===== config.mk =====
export PLATFORM = sky130hd
export DESIGN_NAME = line_err_toggles
export DESIGN_NICKNAME = d
export VERILOG_FILES = /design/src/rtl/line_err_toggles.sv
export SDC_FILE = /design/constraint.sdc
export NUM_CORES = 1
export LEC_CHECK = 0
export BUFFER_PORTS_ARGS = -buffer_cell sky130_fd_sc_hd__buf_4
export CAP_MARGIN = 20
export CORE_MARGIN = 2
export CORE_UTILIZATION = 23
export DETAILED_ROUTE_END_ITERATION = 10
export REMOVE_ABC_BUFFERS = 1
export SLEW_MARGIN = 5
export SYNTH_ARGS = -nofsm -noshare
export SYNTH_HDL_FRONTEND = slang
export SYNTH_SLANG_ARGS = --single-unit

===== constraint.sdc =====
create_clock -name clk -period 1.75 [get_ports clk]
set_input_delay 0.175 -clock clk [delete_from_list [all_inputs] [get_ports clk]]
set_output_delay 0.175 -clock clk [all_outputs]
set_load 0.03 [all_outputs]

===== src/rtl/line_err_toggles.sv =====
module line_err_toggles #(
  parameter int BPV_W       = 9,
  parameter int CRC_W       = 3,
  parameter int FERR_THRESH = 4,
  parameter int LOCK_FRAMES = 768
) (
  input  logic             clk,
  input  logic             rst_n,
  input  logic             frame_tick,
  input  logic             esf_mode,
  input  logic             bpv_evt,
  input  logic             ferr_evt,
  input  logic             crc_evt,
  input  logic             slip_evt,
  output logic             bpv_t64,
  output logic             bpv_t128,
  output logic             bpv_t256,
  output logic             ferr_tgl,
  output logic             slip_tgl,
  output logic [CRC_W-1:0] crc_cnt,
  output logic [7:0]       status_byte
);

  localparam int AW = $clog2(FERR_THRESH + 1);
  localparam int LW = $clog2(LOCK_FRAMES + 1);
  localparam logic [AW-1:0] THR  = AW'(FERR_THRESH);
  localparam logic [LW-1:0] LOCK = LW'(LOCK_FRAMES);

  logic [BPV_W-1:0] bpv_q;
  logic [AW-1:0]    acc_q, acc_nxt;
  logic [LW-1:0]    lock_q;
  logic             fire;

  assign acc_nxt = (ferr_evt && acc_q < THR) ? acc_q + 1'b1 : acc_q;
  assign fire    = (lock_q == '0) && (acc_nxt >= THR);

  always_ff @(posedge clk) begin
    if (!rst_n) begin
      bpv_q    <= '0;
      crc_cnt  <= '0;
      slip_tgl <= 1'b0;
      ferr_tgl <= 1'b0;
      acc_q    <= '0;
      lock_q   <= '0;
    end else begin
      if (bpv_evt)             bpv_q    <= bpv_q + 1'b1;
      if (crc_evt && esf_mode) crc_cnt  <= crc_cnt + 1'b1;
      if (slip_evt)            slip_tgl <= ~slip_tgl;
      if (fire) begin
        ferr_tgl <= ~ferr_tgl;
        acc_q    <= '0;
        lock_q   <= LOCK;
      end else begin
        acc_q <= acc_nxt;
        if (frame_tick && lock_q != '0) lock_q <= lock_q - 1'b1;
      end
    end
  end

  assign bpv_t64  = bpv_q[BPV_W-3];
  assign bpv_t128 = bpv_q[BPV_W-2];
  assign bpv_t256 = bpv_q[BPV_W-1];
  assign status_byte = {ferr_tgl, slip_tgl, bpv_t256, bpv_t128, bpv_t64, crc_cnt[2:0]};

  // spacing monitor for the framing toggle
  logic          prev_ftgl;
  logic [LW-1:0] gap_q;
  always_ff @(posedge clk) begin
    if (!rst_n) begin
      prev_ftgl <= 1'b0;
      gap_q     <= LOCK;
    end else begin
      prev_ftgl <= ferr_tgl;
      if (ferr_tgl != prev_ftgl) gap_q <= frame_tick ? LW'(1) : '0;
      else if (frame_tick && gap_q < LOCK) gap_q <= gap_q + 1'b1;
    end
  end

  assert_ferr_spacing_R2: assert property (@(posedge clk) disable iff (!rst_n)
    (ferr_tgl != prev_ftgl) |-> (gap_q >= LOCK));

  assert_slip_flip_R6: assert property (@(posedge clk) disable iff (!rst_n)
    slip_evt |=> (slip_tgl != $past(slip_tgl)));

  assert_crc_hold_R5: assert property (@(posedge clk) disable iff (!rst_n)
    !esf_mode |=> $stable(crc_cnt));

  assert_bpv_cause_R4: assert property (@(posedge clk) disable iff (!rst_n)
    !bpv_evt |=> ($stable(bpv_t64) && $stable(bpv_t128) && $stable(bpv_t256)));

  assert_ferr_cause_R1: assert property (@(posedge clk) disable iff (!rst_n)
    (!ferr_evt && lock_q != '0) |=> $stable(ferr_tgl));

endmodule


==> impl_metrics.tcl <==
set metrics [dict create \
    p_leak_nw 0.722 \
    fin_skew_ns 0.00183 \
    stdcell_count 249 \
    relSlewSlack_pct 79.0 \
    power.total_mw 2.70 \
    maxSlewViolCount 0 \
    worstPathArrival_ns 1.99 \
    cts_tree "yes" \
    synth_edf_count 0 \
    final_util_pct 31.3 \
    grtUsageTotal_pct 8.96 \
    num_vias 1072 \
    firstDrtPassIters 4 \
    ios 24 \
    startpoint_type "register" \
    max_stage_delay_ns 0.59 \
    cp_common_cell "or4_4" \
    grt_use_met3_pct 1.01 \
    gp_congestion 0.768 \
    worstMarginPinSlew_ns 0.313 \
    grt_max_degree 18 \
    synth_cell_type_count 37 \
    hold_viol 0 \
    grt.busiest_layer "met2" \
    critPathMaxFanout 3 \
    hold_ws_ns 0.163 \
    critical_path_class "reg2reg" \
    drtIter0Drc 74 \
    gr-total-overflow 0 \
    row_count 27 \
    synthCells 143 \
    drive_gt1_share_pct 35.0 \
    cts_buffers 3 \
    dp_worst_setup_slack_ns -0.133 \
    max_freq_ghz 0.551 \
    grt_pass1_vias 1014 \
    drc 0 \
    grt_pass1_wl_um 4610 \
    status "finished with violations" \
    rsz0062_at_grt "true" \
    mostFrequentLayoutCell "buf_4" \
    power_density_nw_per_um2 1550 \
    cts_htree_levels 1 \
    min_path_type "in2reg" \
    cts_sinks 27 \
    yosysSeqAreaShare_pct 40.4 \
    clock-root-buffer "clkbuf_8" \
    finalCriticalPeriod_ns 1.82 \
    cts.path.max_buffers 2 \
    core_area_um2 5570 \
    crit_required_ns 1.92 \
    antenna_left 0 \
    layout_common_cells "41 x buf_4, 24 x dfxtp_1, 11 x xnor2_1, 10 x nand2_1, 10 x and2_1" \
    drv_cap 0 \
    crit_buf_inv 0 \
    clk_pin_slew_worst_paths_ns 0.09 \
    totalWireLength_um 2710 \
    finalCritPeriodShare_pct 104 \
    clk_latency_ns 0.27 \
    synth_ff_type "dfxtp_1" \
    finalSetupViolCount 12 \
    wl_per_cell_um 10.9 \
    synth_area_per_cell_um2 9.34 \
    yosysWarnings 0 \
    antenna_found_initial 0 \
    die_area_um2 6440 \
    area_growth_pct 30.4 \
    io_buffers 23 \
    end_kind "register" \
    die_w_um 80.2 \
    nets 191 \
    antenna_cells 0 \
    synth-async-reset-ratio_pct 0 \
    crit_slowest_cell "or4_4" \
    place_hpwl_um 1950 \
    synth_area_um2 1340 \
    start_util_pct 24.0 \
    die_h_um 80.2 \
    setup_slack_ns -0.0663 \
    crit_chain "or4_4, or4_4, xnor2_1, and2_1" \
    dpl.cell_count 243 \
    ys_ff_latch 27 \
    use_met1_pct 11.9 \
    vias_per_cell 4.31 \
    path_delay_family "simple AND/OR/NAND/NOR gates" \
    failed_checks "setup timing" \
    vdd_ir_drop_max_uv 488 \
    grt_use_met2_pct 14.7 \
    hold_buffers 0 \
]
## layer usage
metal / vias up / part of all wire (%)
met1: 491 / 49
met5: - / 0
met2: 16 / 49
met4: 0 / 0
li1: 565 / -
met3: 0 / 2.3
## registers in the layout (all words and copies together) (netlist names)
signal / flops
bpv_q: 9
ferr_tgl: 1
slip_tgl: 1
crc_cnt: 3
lock_q: 10
acc_q: 3
## synth_stat cells, types with 2 or more instances
library cell  count  share of area, %
a211oi_1          2               1.1
nor2_1            8               2.2
and3_1            2              0.94
or4_1             4               2.2
a21oi_1           8               3.0
a21boi_0          3               1.7
nand4_1           2              0.94
nand3_1           3               1.1
nand2b_1          2              0.94
or2_2             3               1.4
a31oi_1           2              0.94
dfxtp_1          27                40
or3_1             3               1.4
ha_1              5               4.7
clkbuf_1          2              0.56
xor2_1            3               2.0
inv_1             3              0.84
o41ai_1           2               1.3
nor3_1            2              0.75
nand2_1          10               2.8
and2_1           10               4.7
xnor2_1          11               7.2
buf_4             8               4.5
mux2i_1           2               1.5
o21ai_0           2              0.75
or4_4             2               1.7
o31ai_1           2               1.1
## final cells by class
type,instances,area (um^2)
inverters,3,11.3
multi-input cells,102,744
well taps,72,90.1
flip-flops and latches,27,544
clock buffers,4,45.0
fillers,602,3830
repair buffers,41,308
## cells by family after synthesis
kind of cell	share of synthesized area, %
simple gates	23.8
flops	40.4
compound gates	13.7
xor+xnor	9.18
buf+inv	6.74
fa+ha+maj	4.68
mux	1.50
## power by group
| part | total [mW] | internal, mW | switching, mW |
|---|---|---|---|
| clock | 0.352 | 0.163 | 0.189 |
| combinational | 1.52 | 0.792 | 0.731 |
| sequential | 0.826 | 0.743 | 0.0835 |
## final timing paths
path,startpoint,end,slack (ns),cells past startpoint
setup / recovery,lock_q[2]$_SDFFE_PP0P_,ferr_tgl$_SDFFE_PN0P_,-0.07,4
hold / removal,frame_tick,lock_q[1]$_SDFFE_PP0P_,0.16,2
setup reg to reg,lock_q[2]$_SDFFE_PP0P_,ferr_tgl$_SDFFE_PN0P_,-0.07,4
hold reg to reg,acc_q[0]$_SDFF_PP0_,acc_q[0]$_SDFF_PP0_,0.47,2
## stage by stage
stage	instance area [um^2]	TNS, ns
after floorplan	1260	-0.892
after global placement	1640	-1.02
after detailed placement	1640	-1.32
after CTS	1720	-0.922
after global routing	1740	-1.02
final	1740	-0.310
## repair_timing
| action | in CTS | in global routing |
|---|---|---|
| pin swaps | 4 | 2 |
| gates resized for setup | 9 | 3 |
| endpoints found under the setup margin | 13 | 13 |
| setup buffers | 1 | 1 |
Power figures use the tool's default switching activity.
